==> src/rtl/ivc_pkg.sv <==
package ivc_pkg;
  localparam int NSRC = 5;

  typedef enum logic [2:0] {
    SRC_TRAP = 3'd0,
    SRC_HI   = 3'd1,
    SRC_MID  = 3'd2,
    SRC_LO   = 3'd3,
    SRC_EXT  = 3'd4
  } ivc_src_e;

  // byte address of each fixed restart slot
  function automatic logic [7:0] fixed_vec(input int unsigned idx);
    case (idx)
      0:       fixed_vec = 8'h24;
      1:       fixed_vec = 8'h3C;
      2:       fixed_vec = 8'h34;
      3:       fixed_vec = 8'h2C;
      default: fixed_vec = 8'h00;
    endcase
  endfunction
endpackage

==> src/rtl/ivc_edge_pend.sv <==
module ivc_edge_pend (
  input  logic clk,
  input  logic rst_n,
  input  logic line_i,
  input  logic clr_i,
  output logic pend_o
);
  logic line_q;
  logic pend_q;
  logic rise;

  assign rise = line_i & ~line_q;

  always_ff @(posedge clk) begin
    if (!rst_n) begin
      line_q <= 1'b0;
      pend_q <= 1'b0;
    end else begin
      line_q <= line_i;
      pend_q <= (pend_q & ~clr_i) | rise;
    end
  end

  assign pend_o = pend_q;

  assert_edge_latched_R7: assert property (@(posedge clk) disable iff (!rst_n)
    (line_i && !line_q) |=> pend_o);
  assert_held_level_no_retrigger_R7: assert property (@(posedge clk) disable iff (!rst_n)
    (clr_i && line_q && line_i) |=> !pend_o);
endmodule

==> src/rtl/ivc_prio_sel.sv <==
module ivc_prio_sel #(
  parameter int N = 5
) (
  input  logic         clk,
  input  logic         rst_n,
  input  logic [N-1:0] req_i,
  output logic [N-1:0] gnt_o,
  output logic         valid_o
);
  logic [N:0] taken;

  assign taken[0] = 1'b0;
  for (genvar i = 0; i < N; i++) begin : g_chain
    assign gnt_o[i]    = req_i[i] & ~taken[i];
    assign taken[i+1]  = taken[i] | req_i[i];
  end
  assign valid_o = taken[N];

  assert_grant_onehot_R6: assert property (@(posedge clk) disable iff (!rst_n)
    $onehot0(gnt_o));
  assert_first_wins_R6: assert property (@(posedge clk) disable iff (!rst_n)
    req_i[0] |-> gnt_o[0]);
endmodule

==> src/rtl/ivc_ctrl_state.sv <==
module ivc_ctrl_state (
  input  logic clk,
  input  logic rst_n,
  input  logic ei_i,
  input  logic di_i,
  input  logic halt_i,
  input  logic accept_i,
  output logic ie_o,
  output logic halted_o
);
  logic ie_q, halted_q;

  always_ff @(posedge clk) begin
    if (!rst_n) begin
      ie_q     <= 1'b0;
      halted_q <= 1'b0;
    end else begin
      if (accept_i || di_i) ie_q <= 1'b0;
      else if (ei_i)        ie_q <= 1'b1;
      if (accept_i)         halted_q <= 1'b0;
      else if (halt_i)      halted_q <= 1'b1;
    end
  end

  assign ie_o     = ie_q;
  assign halted_o = halted_q;

  assert_disable_clears_R3: assert property (@(posedge clk) disable iff (!rst_n)
    di_i |=> !ie_o);
  assert_halt_release_R8: assert property (@(posedge clk) disable iff (!rst_n)
    accept_i |=> !halted_o);
  assert_halt_sticky_R8: assert property (@(posedge clk) disable iff (!rst_n)
    (halted_o && !accept_i) |=> halted_o);
endmodule

==> src/rtl/irq_vector_ctrl.sv <==
module irq_vector_ctrl #(
  parameter int ADDR_W = 16,
  parameter int NUM_W  = 3
) (
  input  logic              clk,
  input  logic              rst_n,
  input  logic              trap_i,
  input  logic              irq_hi_i,
  input  logic              irq_mid_i,
  input  logic              irq_lo_i,
  input  logic              ext_req_i,
  input  logic [NUM_W-1:0]  ext_num_i,
  input  logic              ei_cmd_i,
  input  logic              di_cmd_i,
  input  logic              halt_cmd_i,
  input  logic              vec_ready_i,
  output logic              vec_valid_o,
  output logic [ADDR_W-1:0] vec_addr_o,
  output logic              ack_o,
  output logic              ie_o,
  output logic              halted_o
);
  import ivc_pkg::*;

  localparam int SLOT_SHIFT = 3;

  logic            ie;
  logic            trap_pend, hi_pend;
  logic [NSRC-1:0] req, gnt;
  logic            valid, accept;

  ivc_edge_pend u_trap (
    .clk(clk), .rst_n(rst_n), .line_i(trap_i),
    .clr_i(accept & gnt[SRC_TRAP]), .pend_o(trap_pend)
  );

  ivc_edge_pend u_hi (
    .clk(clk), .rst_n(rst_n), .line_i(irq_hi_i),
    .clr_i(accept & gnt[SRC_HI]), .pend_o(hi_pend)
  );

  assign req[SRC_TRAP] = trap_pend;
  assign req[SRC_HI]   = hi_pend   & ie;
  assign req[SRC_MID]  = irq_mid_i & ie;
  assign req[SRC_LO]   = irq_lo_i  & ie;
  assign req[SRC_EXT]  = ext_req_i & ie;

  ivc_prio_sel #(.N(NSRC)) u_sel (
    .clk(clk), .rst_n(rst_n), .req_i(req), .gnt_o(gnt), .valid_o(valid)
  );

  assign accept = valid & vec_ready_i;

  always_comb begin
    vec_addr_o = '0;
    for (int i = 0; i < NSRC; i++) begin
      if (gnt[i]) begin
        if (i == int'(SRC_EXT))
          vec_addr_o = ADDR_W'({ext_num_i, {SLOT_SHIFT{1'b0}}});
        else
          vec_addr_o = ADDR_W'(fixed_vec(i));
      end
    end
  end

  ivc_ctrl_state u_state (
    .clk(clk), .rst_n(rst_n), .ei_i(ei_cmd_i), .di_i(di_cmd_i),
    .halt_i(halt_cmd_i), .accept_i(accept), .ie_o(ie), .halted_o(halted_o)
  );

  assign vec_valid_o = valid;
  assign ack_o       = accept;
  assign ie_o        = ie;

  assert_ack_clears_ie_R5: assert property (@(posedge clk) disable iff (!rst_n)
    ack_o |=> !ie_o);
  assert_masked_only_trap_R4: assert property (@(posedge clk) disable iff (!rst_n)
    (!ie_o && vec_valid_o) |-> (vec_addr_o == ADDR_W'(16'h0024)));
  assert_ack_needs_ready_R9: assert property (@(posedge clk) disable iff (!rst_n)
    ack_o |-> (vec_valid_o && vec_ready_i));
  assert_pending_held_R9: assert property (@(posedge clk) disable iff (!rst_n)
    (trap_pend && !ack_o) |=> vec_valid_o);
endmodule

==> config.mk <==
export PLATFORM = sky130hd
export DESIGN_NAME = irq_vector_ctrl
export DESIGN_NICKNAME = d
export VERILOG_FILES = /design/src/rtl/ivc_pkg.sv /design/src/rtl/ivc_edge_pend.sv /design/src/rtl/ivc_prio_sel.sv /design/src/rtl/ivc_ctrl_state.sv /design/src/rtl/irq_vector_ctrl.sv
export SDC_FILE = /design/constraint.sdc
export NUM_CORES = 1
export LEC_CHECK = 0
export CAP_MARGIN = 20
export CORE_AREA = 4 4 41 43
export CTS_BUF_LIST = sky130_fd_sc_hd__clkbuf_4
export DETAILED_ROUTE_END_ITERATION = 10
export DIE_AREA = 0 0 45 47
export DONT_BUFFER_PORTS = 1
export PLACE_DENSITY_LB_ADDON = 0.25
export SETUP_SLACK_MARGIN = 0.02
export SKIP_LAST_GASP = 1
export SLEW_MARGIN = 5
export SYNTH_ARGS = -nofsm -noshare
export SYNTH_HDL_FRONTEND = slang
export SYNTH_SLANG_ARGS = --single-unit
export TNS_END_PERCENT = 20
==> constraint.sdc <==
create_clock -name clk -period 1.2 [get_ports clk]
set_clock_uncertainty 0.15 [all_clocks]
set_input_delay 0.24 -clock clk [delete_from_list [all_inputs] [get_ports clk]]
set_output_delay 0.24 -clock clk [all_outputs]
set_load 0.1 [all_outputs]
* Word-level counts from Yosys, hierarchy flattened *
Index checks and enable logic that the tools add are counted.

word-level totals
  memory bits (writable) = 0
  word-level logic and storage cells = 44
  input bits = 14
  memory bits (read-only) = 0
  output and inout bits = 20
  register bits = 6
  memories = 0
  bits in latches = 0

operators by class
  reductions and logical operators = 3
  add/subtract/negate cells = 0
  multiply operators = 0
  magnitude comparators = 0
  divide/modulo/power cells = 0
  bitwise gates (word level) = 30
  equality and inequality tests = 0
  muxes and demuxes = 5
  shifts and indexed selects = 0

operators with widths
  operator            count
  16-bit 2-to-1 mux   4
  1-bit bitwise AND   15
  1-bit inverter      9
  6-bit 2-to-1 mux    1
  1-bit OR            6
  2-bit OR reduction  2
  1-bit logical OR    1

* Longest topological paths before layout *
  depth in word-level cells = 10
  mapped depth = 3
  mapped depth without buffers = 3

* Modules after synthesis *
A second synthesis with hierarchy kept.

unflattened totals
  cells, all modules = 56
  area total of the unflattened synthesis = 489.2 µm²

by module, submodules not included
  module           sequential area each (µm²)  times used  area an instance (µm²)  cells an instance
  irq_vector_ctrl  0.0                         1           203.9                   30
  ivc_edge_pend    40.0                        2           77.6                    6
  ivc_ctrl_state   40.0                        1           75.1                    7
  ivc_prio_sel     0.0                         1           55.1                    7

* Least setup slack after synthesis *
No wires, ideal clock.

  path type = flip-flop to output port
  start point = register u_state.ie_q, in the netlist u_state.ie_o
  end point = output vec_addr_o[5]
  slack = -2.420 ns
  buffers on the path = 0
  arrival = 3.230 ns
  data required time = 0.810 ns
  cell stages (with the launch flop) = 3
  cell sequence = dfxtp_1 inv_1 o21ai_0

on the way
  longest elaborated chain between the ends = 7
  elaborated cells on any way between the ends = 18
  classes of those cells = mux: 4; bitwise: 14

ends and longest elaborated chain
  element                                                 line                                       text
  from (decl)                                             ivc_ctrl_state.sv:11                       logic ie_q, halted_q;
  from (signal assigned)                                  ivc_ctrl_state.sv:15                       ie_q <= 1'b0;
  from (signal assigned)                                  ivc_ctrl_state.sv:18                       if (accept_i || di_i) ie_q <= 1'b0;
  from (signal assigned)                                  ivc_ctrl_state.sv:19                       else if (ei_i) ie_q <= 1'b1;
  1-bit bitwise AND                                       irq_vector_ctrl.sv:43                      assign req[SRC_HI] = hi_pend & ie;
  1-bit OR                                                ivc_prio_sel.sv:15                         assign taken[i+1] = taken[i] | req_i[i];
  1-bit inverter or 1-bit OR (tied branches)              ivc_prio_sel.sv:14, ivc_prio_sel.sv:15
  1-bit bitwise AND, or another cell as far along         ivc_prio_sel.sv:14                         assign gnt_o[i] = req_i[i] & ~taken[i];
  16-bit 2-to-1 mux, or another cell as far along         irq_vector_ctrl.sv:57                      if (gnt[i]) begin
  16-bit 2-to-1 mux or 1-bit bitwise AND (tied branches)  irq_vector_ctrl.sv:57, ivc_prio_sel.sv:14
  16-bit 2-to-1 mux *                                     irq_vector_ctrl.sv:57
  to (decl)                                               irq_vector_ctrl.sv:18                      output logic [ADDR_W-1:0] vec_addr_o,

Mark *: on every way between the ends. The rest lies on a longest branch, timed or not.

* Worst setup path after layout *
  start point = register u_hi.pend_q, in the netlist u_hi.pend_o
  end point = output ack_o

on the way
  longest elaborated chain between the ends = 6

ends and longest elaborated chain
  element                 line                   text
  from (decl)             ivc_edge_pend.sv:9     logic pend_q;
  from (signal assigned)  ivc_edge_pend.sv:20    pend_q <= (pend_q & ~clr_i) | rise;
  1-bit bitwise AND       irq_vector_ctrl.sv:43
  1-bit OR (4 in a row)   ivc_prio_sel.sv:15
  1-bit bitwise AND       irq_vector_ctrl.sv:52  assign accept = valid & vec_ready_i;
  to (decl)               irq_vector_ctrl.sv:19  output logic ack_o,

Every way passes these cells.

==> summary.md <==
| Metric | Value |
|---|---|
| Status | complete, but fails checks |
| Violated checks | negative setup slack |
| Wirelength per Cell | 10.78 microns |
| Worst Hold Margin | 0.04177 ns |
| Row count | 13 |
| Routed wire length | 895 microns |
| Critical Path RT | 0.81 ns |
| Ant. Diodes | 0 |
| Crit. End Element | output pin |
| Core box area | 1301 sq um |
| # port buffers | 0 |
| Yosys top cell area share | 30.48% |
| Final setup margin | -0.5023 ns |
| Number of global-route vias before repair | 364 |
| Post-route DRC | 0 |
| Post-CTS Setup Bufs | 0 |
| Final ANT Viol Nets | 0 |
| Post-DP HPWL | 719.7 microns |
| Initial DRC count | 2 |
| Fmax | 0.5874 GHz |
| Fin nets | 83 |
| Leakage power | 0.0003068 uW |
| Die ar. | 2115 sq um |
| CTS Buffer Depth | 2 |
| Area grow syn2layout | 74.29% |
| Seq/Total Area, Yosys | 30.48% |
| Post-Syn Area | 394.1 sq um |
| CTS tree | built |
| Worst R2R End | u_state.ie_o |
| Post-route minimum period | 1.702 ns |
| CP endpoint | ack_o |
| Critical path launch point type | register |
| Crit path max-delay cell type | dfxtp_2 |
| Hold Vio Cnt, Final | 0 |
| Max Slew Vio Count | 0 |
| P per Cell Area | 1345 nW/um^2 |
| CTS buffer count | 3 |
| CTS clk-pin slew, worst paths | 0.05 ns |
| RSZ-0062 raised after global routing | yes |
| Max cap viols | 0 |
| Area leader, netlist | dfxtp_1 |
| Leading post-synthesis cells by cell area | dfxtp_1 (30%), buf_4 (23%), and2_1 (4.8%) |
| Setup violators final | 10 |
| GRT Total Usage | 9.660% |
| Cells after Synth | 47 |
| Seq. cell area | 125.1 sq um |
| I/O Pins | 34 |
| Critical path launch point | u_hi.pend_o |
| Fin area | 686.9 sq um |
| Width of the die | 45 microns |
| Worst R2R Setup Slack | -0.15 ns |
| Syn avg cell area | 8.386 sq um |
| Yosys Warn Count | 0 |
| Placed Area | 580.6 sq um |
| R2R cell count | 4 |
| FILL cells | 131 |
| Max VDD drop | 0.6759 mV |
| Reg2reg start | u_hi.pend_o |
| Netlist cell types | 19 |
| Crit-path max FO | 4 |
| First-pass GRT wire length | 1.400 mm |
| Area of the multi-input gates | 264.0 sq um |
| GRT Residual Overflow | 0 |
| Cell chain of the critical path | buf_4 > o41ai_4 > a21boi_4 > buf_12 |
| Worst-Skew Late Latency | 0.25 ns |
| Synthesized flop and latch total | 6 |
| Layout cell share with drive strength beyond 1 | 39.71% |
| Largest net degree at the start of global routing | 6 |
| Crit path kind | reg2out |
| Arrival @ worst endpoint | 1.31 ns |
| Most common cell after layout, fill and taps aside | conb_1 |
| Die H | 47 microns |
| Vias/cell | 4.361 |
| Initial core utilization | 30.29% |
| Routability congestion estimate | 0.6147 |
| Via count | 362 |
| H-tree Lvls | 1 |
| Clk root buf | clkbuf_4 |
| Most frequent cells in the layout | conb_1 (12), buf_12 (7), dlygate4sd3_1 (6) |
| Drt pass-1 iters | 2 |
| Sink Count | 6 |
| Crit-path max cell delay | 0.31 ns |
| HP Class | in2reg |
| Fin crit share | 141.9% |
| Initial antenna violation count | 0 |
[registers in the layout, summed over array words and instances (netlist names)]
signal / count
u_hi.line_q: 1
u_state.halted_o: 1
u_trap.pend_o: 1
u_state.ie_o: 1
u_hi.pend_o: 1
u_trap.line_q: 1
[critical path, delay by kind of cell, from the launching register on]
kind            cells  cell delay (ns)
flops               1             0.31
buf+inv             2             0.33
compound gates      2             0.42
[per-layer routing]
metal / track usage [%] / vias up / share of wire (%)
met5: 0 / - / 0
met3: 4.981 / 2 / 16
met2: 14.12 / 25 / 47
met4: 7.018 / 0 / 0.89
met1: 10.76 / 161 / 36
li1: - / 174 / -
[stage by stage]
stage	instances	setup TNS (ns)	worst slack (ns)	power, uW	utilization, %
3_5_place_dp	73	-1.735	-0.3980	680.0	44.62
2_1_floorplan	58	-4.001	-0.5587	609.2	-
5_1_grt	83	-3.687	-0.5630	974.0	52.79
3_3_place_gp	73	-1.660	-0.3690	678.9	44.62
6_report	83	-3.056	-0.5023	924.1	52.79
4_1_cts	82	-3.263	-0.5190	929.0	52.02
[logic make-up (layout without fill, tap and decap cells)]
logic type	after synthesis	in the layout	synth area share (%)
AND/OR/NAND/NOR	13	13	19.36
other	1	12	0.9515
flip-flops	6	6	30.48
buffers and inverters	15	25	25.71
AO/OA/AOI/OAI	12	12	23.49
[where the power goes]
part,switching [uW],leakage (uW),internal (uW),total [uW]
combinational,352,0.000238,123,475
sequential,9.41,0.0000508,213,222
clock,78.0,0.0000184,149,227
[worst min path at each step]
stage | start | endpoint | slack (ns) | cells past startpoint
after global routing | ei_cmd_i | u_state.ie_o | 0.04 | 2
after floorplan | di_cmd_i | u_state.ie_o | 0.15 | 1
after global placement | di_cmd_i | u_state.ie_o | 0.15 | 1
after detailed placement | di_cmd_i | u_state.ie_o | 0.15 | 1
final | ei_cmd_i | u_state.ie_o | 0.04 | 2
after CTS | rst_n | u_state.ie_o | 0.003 | 1
[cell type report]
| class | count | area share (%) |
|---|---|---|
| clock buffers | 4 | 4.372 |
| inverters | 3 | 1.639 |
| multi-input cells | 37 | 38.43 |
| repair buffers | 18 | 34.61 |
| flip-flops and latches | 6 | 18.21 |
| well taps | 15 | 2.732 |
[Yosys cell counts (all sizes together)]
library cell	instances
o22ai	1
a21o	1
buf	12
nand2	2
or3	1
o21ai	2
o21a	2
and2	3
nor4b	1
inv	3
conb	1
o31a	1
nor2b	2
dfxtp	6
a21oi	2
a21boi	2
o41ai	1
nor2	4
[what timing repair did]
| action | 4_1_cts | 5_1_grt |
|---|---|---|
| hold endpoints to repair | 6 | 1 |
| pin swaps | 2 | 1 |
| hold buffers | 5 | 1 |
| setup endpoints to repair | 10 | 11 |
| cloned | 0 | 0 |
| resized for setup | 4 | 0 |
No activity file was read; power rests on OpenSTA's default activity.
